`src/rtl/spi_rxcap_pkg.sv`:
```
package spi_rxcap_pkg;

  // Choice of which SCK edge's MISO sample feeds the shift register.
  typedef enum logic {
    SEL_FALL = 1'b0,
    SEL_RISE = 1'b1
  } edge_sel_e;

  // Bit counter step: wraps to zero after the last bit of a word.
  function automatic int unsigned next_count(input int unsigned cur,
                                             input int unsigned last);
    return (cur >= last) ? 0 : cur + 1;
  endfunction

  // True when the count marks the final bit of a word.
  function automatic logic is_last(input int unsigned cur,
                                   input int unsigned last);
    return cur == last;
  endfunction

endpackage

```
`src/rtl/rxcap_front.sv`:
```
// Synchronizes SCK and MISO together and flags SCK edges as one-cycle pulses.
module rxcap_front #(
  parameter int STAGES = 2
) (
  input  logic clk,
  input  logic rst_n,
  input  logic sck_in,
  input  logic miso_in,
  output logic miso_sync,
  output logic rise_evt,
  output logic fall_evt
);
  localparam int LANES    = 2;
  localparam int SCK_LANE = 1;
  localparam int DAT_LANE = 0;

  logic [STAGES-1:0][LANES-1:0] chain;
  logic                          sck_prev;
  logic                          sck_sync;

  always_ff @(posedge clk or negedge rst_n) begin
    if (!rst_n) begin
      chain <= '0;
    end else begin
      chain[0] <= {sck_in, miso_in};
      for (int i = 1; i < STAGES; i++) begin
        chain[i] <= chain[i-1];
      end
    end
  end

  assign sck_sync  = chain[STAGES-1][SCK_LANE];
  assign miso_sync = chain[STAGES-1][DAT_LANE];

  always_ff @(posedge clk or negedge rst_n) begin
    if (!rst_n) sck_prev <= 1'b0;
    else        sck_prev <= sck_sync;
  end

  assign rise_evt = sck_sync & ~sck_prev;
  assign fall_evt = ~sck_sync & sck_prev;
endmodule

```
`src/rtl/rxcap_sampler.sv`:
```
// Two MISO sample registers, one per SCK edge, and the data mux between them.
module rxcap_sampler
  import spi_rxcap_pkg::*;
(
  input  logic clk,
  input  logic rst_n,
  input  logic rise_evt,
  input  logic fall_evt,
  input  logic miso_sync,
  input  logic rise_sel,
  output logic pick
);
  logic      samp_rise;
  logic      samp_fall;
  edge_sel_e sel;

  always_ff @(posedge clk or negedge rst_n) begin
    if (!rst_n)        samp_rise <= 1'b0;
    else if (rise_evt) samp_rise <= miso_sync;
  end

  always_ff @(posedge clk or negedge rst_n) begin
    if (!rst_n)        samp_fall <= 1'b0;
    else if (fall_evt) samp_fall <= miso_sync;
  end

  assign sel = edge_sel_e'(rise_sel);

  always_comb begin
    unique case (sel)
      SEL_RISE: pick = samp_rise;
      SEL_FALL: pick = samp_fall;
      default:  pick = samp_fall;
    endcase
  end
endmodule

```
`src/rtl/rxcap_assembler.sv`:
```
// Receive shift register with bit counter and byte-complete detection.
module rxcap_assembler
  import spi_rxcap_pkg::*;
#(
  parameter int DATA_W = 8,
  parameter int CNT_W  = 3
) (
  input  logic              clk,
  input  logic              rst_n,
  input  logic              en,
  input  logic              ss_active,
  input  logic              bus_err,
  input  logic              shift_evt,
  input  logic              pick,
  output logic [CNT_W-1:0]  bit_cnt,
  output logic [DATA_W-1:0] word_next,
  output logic              done_evt
);
  localparam int LAST = DATA_W - 1;

  logic [DATA_W-1:0] shreg;
  logic              accept;

  // Append one bit at the LSB end so the first bit ends up at the MSB.
  function automatic logic [DATA_W-1:0] shift_in(input logic [DATA_W-1:0] w,
                                                 input logic b);
    return {w[DATA_W-2:0], b};
  endfunction

  assign accept    = en & ss_active & ~bus_err & shift_evt;
  assign word_next = shift_in(shreg, pick);
  assign done_evt  = accept & is_last(int'(bit_cnt), LAST);

  always_ff @(posedge clk or negedge rst_n) begin
    if (!rst_n) begin
      shreg   <= '0;
      bit_cnt <= '0;
    end else if (!en) begin
      shreg   <= '0;
      bit_cnt <= '0;
    end else if (!ss_active || bus_err) begin
      bit_cnt <= '0;
    end else if (accept) begin
      shreg   <= word_next;
      bit_cnt <= CNT_W'(next_count(int'(bit_cnt), LAST));
    end
  end
endmodule

```
`src/rtl/rxcap_holding.sv`:
```
// Receive holding register and receive-full flag in the system domain.
module rxcap_holding #(
  parameter int DATA_W = 8
) (
  input  logic              clk,
  input  logic              rst_n,
  input  logic              en,
  input  logic              done_evt,
  input  logic [DATA_W-1:0] word_in,
  input  logic              host_rd,
  output logic [DATA_W-1:0] rx_byte,
  output logic              rx_full
);
  always_ff @(posedge clk or negedge rst_n) begin
    if (!rst_n)        rx_byte <= '0;
    else if (done_evt) rx_byte <= word_in;
  end

  // A completion in the same cycle as a read leaves the flag set.
  always_ff @(posedge clk or negedge rst_n) begin
    if (!rst_n)        rx_full <= 1'b0;
    else if (!en)      rx_full <= 1'b0;
    else if (done_evt) rx_full <= 1'b1;
    else if (host_rd)  rx_full <= 1'b0;
  end
endmodule

```
`src/rtl/spi_rx_capture.sv`:
```
module spi_rx_capture #(
  parameter int DATA_W = 8,
  parameter int STAGES = 2
) (
  input  logic              clk,
  input  logic              rst_n,
  input  logic              en,
  input  logic              ss_active,
  input  logic              bus_err,
  input  logic              rise_sel,
  input  logic              sck,
  input  logic              miso,
  input  logic              host_rd,
  output logic [DATA_W-1:0] rx_byte,
  output logic              rx_full
);
  localparam int CNT_W = (DATA_W > 2) ? $clog2(DATA_W) : 1;

  // Named internal events, visible to the bound checker.
  logic              miso_sync;
  logic              rise_evt;
  logic              fall_evt;
  logic              shift_evt;
  logic              pick;
  logic              done_evt;
  logic [CNT_W-1:0]  bit_cnt;
  logic [DATA_W-1:0] word_next;

  rxcap_front #(.STAGES(STAGES)) u_front (
    .clk      (clk),
    .rst_n    (rst_n),
    .sck_in   (sck),
    .miso_in  (miso),
    .miso_sync(miso_sync),
    .rise_evt (rise_evt),
    .fall_evt (fall_evt)
  );

  // The shift waits one cycle so the rising-edge sample register is settled.
  always_ff @(posedge clk or negedge rst_n) begin
    if (!rst_n) shift_evt <= 1'b0;
    else        shift_evt <= rise_evt;
  end

  rxcap_sampler u_samp (
    .clk      (clk),
    .rst_n    (rst_n),
    .rise_evt (rise_evt),
    .fall_evt (fall_evt),
    .miso_sync(miso_sync),
    .rise_sel (rise_sel),
    .pick     (pick)
  );

  rxcap_assembler #(.DATA_W(DATA_W), .CNT_W(CNT_W)) u_asm (
    .clk      (clk),
    .rst_n    (rst_n),
    .en       (en),
    .ss_active(ss_active),
    .bus_err  (bus_err),
    .shift_evt(shift_evt),
    .pick     (pick),
    .bit_cnt  (bit_cnt),
    .word_next(word_next),
    .done_evt (done_evt)
  );

  rxcap_holding #(.DATA_W(DATA_W)) u_hold (
    .clk     (clk),
    .rst_n   (rst_n),
    .en      (en),
    .done_evt(done_evt),
    .word_in (word_next),
    .host_rd (host_rd),
    .rx_byte (rx_byte),
    .rx_full (rx_full)
  );
endmodule

```
`config.mk`:
```
export PLATFORM = sky130hd
export DESIGN_NAME = spi_rx_capture
export DESIGN_NICKNAME = d
export VERILOG_FILES = /design/src/rtl/spi_rxcap_pkg.sv /design/src/rtl/rxcap_front.sv /design/src/rtl/rxcap_sampler.sv /design/src/rtl/rxcap_assembler.sv /design/src/rtl/rxcap_holding.sv /design/src/rtl/spi_rx_capture.sv
export SDC_FILE = /design/constraint.sdc
export NUM_CORES = 1
export LEC_CHECK = 0
export ABC_AREA = 1
export BUFFER_PORTS_ARGS = -buffer_cell sky130_fd_sc_hd__buf_2
export CAP_MARGIN = 40
export CORE_MARGIN = 5
export CORE_UTILIZATION = 53
export CTS_CLUSTER_SIZE = 10
export DETAILED_ROUTE_END_ITERATION = 7
export GPL_ROUTABILITY_DRIVEN = 0
export PLACE_DENSITY = 0.87
export SYNTH_ARGS = -nofsm -noshare
export SYNTH_HDL_FRONTEND = slang
export SYNTH_SLANG_ARGS = --single-unit
```
`constraint.sdc`:
```
create_clock -name clk -period 1.82 [get_ports clk]
set_clock_uncertainty 0.1 [all_clocks]
set_input_delay 0.182 -clock clk [delete_from_list [all_inputs] [get_ports clk]]
set_output_delay 0.182 -clock clk [all_outputs]
set_load 0.01 [all_outputs]
```
==> impl_metrics.toml <==
[status]
run_status = "complete, no violations"

[yosys]
synth_xor_area_frac = 0
yosysTopAreaCellShare = 0.603
syn_avg_cell_area_um2 = 9.83
yosys_most_used_dff = "dfrtp_1"
yosysMostFrequentCell = "nand2_1"
synth_top_family_by_area = "simple AND/OR/NAND/NOR gates"
synthArstFlopShare = 1.00
seq_area_frac_synth = 0.603
synth_mux_area_frac = 0
netlist_top_cells_area = "dfrtp_1 60%, nand2_1 13%, nand3_1 4.9%"
yosys.area.top_type = "dfrtp_1"
synthTopCellsByCount = "38 x nand2_1, 27 x dfrtp_1, 11 x nand3_1"
synth_adder_area_share = 0.0223
yosys.area_share.simple = 0.283
synth_compound_area_frac = 0.0357
yosysWarnings = 0
syn_inst = 114
synth_nets = 125
synth_seq_cells = 27
synth_cell_types = 20
synth_area_um2 = 1120
synth-edff-count = 0

[clock_network]
clk_path_buf_depth = 2
cts_buffers = 3
insertion_delay_ns = 0.32
root_buffer = "clkbuf_4"
postCtsSetupBuffers = 0
h-tree-depth = 1
clk_pin_slew_ns = 0.13
cts_tree = "done"
cts.sinks = 27

[min_path]
min_to = "u_asm.bit_cnt[0]"
min_from = "bus_err"
hold_path_depth = 4
min_path_type = "primary input to register"

[finish]
regArea_um2 = 676
drive_gt1_frac = 0.200
n_fill_cell = 161
antenna_cells = 0
syn_to_final_growth_pct = 14.0
final_nets = 147
multi_input_area_um2 = 383

[floorplanning]
die_area_um2 = 3130
chipHeight_um = 56.0
ios = 18
placementRows = 16
die_x_um = 56.0
core_um2 = 1980
initial_core_util = 0.566

[route]
routed-wl-met2_um = 1030
wl_met3_um = 108
first_pass_iters = 4
drc_errors = 0
num_vias = 854
postRouteAntennaNets = 0
wl_per_cell_um = 12.5
viasPerCell = 5.27
wl_met1_um = 856
drtIter0Drc = 29
finalWirelength_um = 2030
highest_layer = "met4"

[setup_path]
cp_data_required_time_ns = 1.94
cp_top_family = "adder cells"
endpoint_kind = "register"
reg2regPathDepth = 5
ff2ff_setup_slack_ns = 0.31
reg2reg_from = "u_asm.bit_cnt[0]"
max_stage_delay_ns = 0.42
path_cells = "ha_1, ha_1, nand3_2, nand2_1, nand2_1"
start_kind = "register"
cp_num_buf_inv = 0
path_max_fanout = 10
worstSetupPathType = "register to register"
crit_slowest_cell = "dfrtp_1"
worstPathArrival_ns = 1.64
r2r-end = "u_hold.rx_byte[0]"

[timing]
period_needed_ns = 1.51
worst_slew_margin_rel = 0.618
slew_viol_final = 0
fmax_mhz = 661
hold_viol = 0
setup_tns_ns = 0
tightest_slew_ns = 0.573
setup_ws_ns = 0.306
setup_viol = 0
grt_setup_unrepaired = "false"
post-route-period-util = 0.832

[grt]
overflow = 0
grt_max_degree = 28
antenna_found_initial = 0
grtUsageTotal = 0.149
grt_pass1_vias = 836
grt_pass1_wl_um = 3730

[power]
peakVddDrop_mv = 0.542
cellPowerDensity_nw_per_um2 = 731
power_leakage_uw = 0.000720
power.total_uw = 934

[flow_run]
drv_cap = 0

[placement]
port_buffers = 17
dpl.hpwl_um = 1480
place_ws_ns = 0.321
## registers in the layout, indices dropped and copies added, names as in the netlist
register / flops
u_hold.rx_byte: 8
u_asm.bit_cnt: 3
u_front.miso_sync: 1
u_front.sck_prev: 1
u_hold.rx_full: 1
u_front.chain: 3
u_asm.shreg: 7
u_samp.samp_rise: 1
shift_evt: 1
u_samp.samp_fall: 1
## cells in the final DEF (no fill, tap or decap), types with 2 or more instances in the layout
master	instances
clkbuf_4	3
nand3_1	11
nand2_1	38
nand4_1	8
nor2_4	2
ha_1	2
dlygate4sd3_1	4
o21ai_0	2
a21oi_1	2
inv_1	9
buf_2	17
nor2_1	2
dfrtp_1	27
## worst register-to-register path, stage by stage, from the launching register on
cell and delay [ns]:
dfrtp_1 0.42, ha_1 0.17, ha_1 0.34, nand3_2 0.22, nand2_1 0.12, nand2_1 0.06
## logic make-up (layout without fill, tap and decap cells)
group                      after synthesis  in the layout
AOI/OAI and AO/OA                        7              7
buffers and inverters                   13             34
and+or+nand+nor                         65             65
DFF                                     27             27
adders and majority gates                2              2
## area by class of cell
cell class / count / share of cell area
inverters: 9 / 0.0264
well taps: 27 / 0.0264
multi-input cells: 74 / 0.300
flip-flops and latches: 27 / 0.529
clock buffers: 4 / 0.0206
repair buffers: 21 / 0.0979
## through the flow
step,utilization,instances,hold WS [ns],instance area (um^2)
final,0.645,162,0.0663,1280
after global routing,0.645,162,0.0538,1280
after CTS,0.645,162,0.0572,1280
after detailed placement,0.611,154,0.114,1210
after global placement,0.611,154,0.0977,1210
after floorplan,-,114,-0.214,1120
## worst max path at each step
stage,from,end,depth (start not counted)
3_5_place_dp,u_asm.bit_cnt[0],u_hold.rx_byte[0],5
4_1_cts,u_asm.bit_cnt[0],u_hold.rx_byte[0],5
2_1_floorplan,u_asm.bit_cnt[0],u_asm.bit_cnt[2],6
5_1_grt,u_asm.bit_cnt[0],u_hold.rx_byte[2],5
6_report,u_asm.bit_cnt[0],u_hold.rx_byte[0],5
3_3_place_gp,u_asm.bit_cnt[0],u_hold.rx_byte[1],5
## routing by layer
layer / global-route usage / up-vias
met5: 0 / -
met1: 0.194 / 414
li1: - / 415
met2: 0.240 / 21
met4: 0.0712 / 0
met3: 0.0255 / 4
## repair_timing
| action | 4_1_cts | 5_1_grt |
|---|---|---|
| hold buffers | 4 | 0 |
| gates resized for setup | 0 | 0 |
| endpoints found under the hold margin | 30 | 0 |
## power by group
| group | total, uW | internal, uW | switching [uW] |
|---|---|---|---|
| sequential | 625 | 613 | 11.5 |
| combinational | 60.4 | 22.3 | 38.1 |
| clock | 249 | 85.8 | 163 |
| total | 934 | 722 | 212 |
Power figures use the tool's default switching activity.
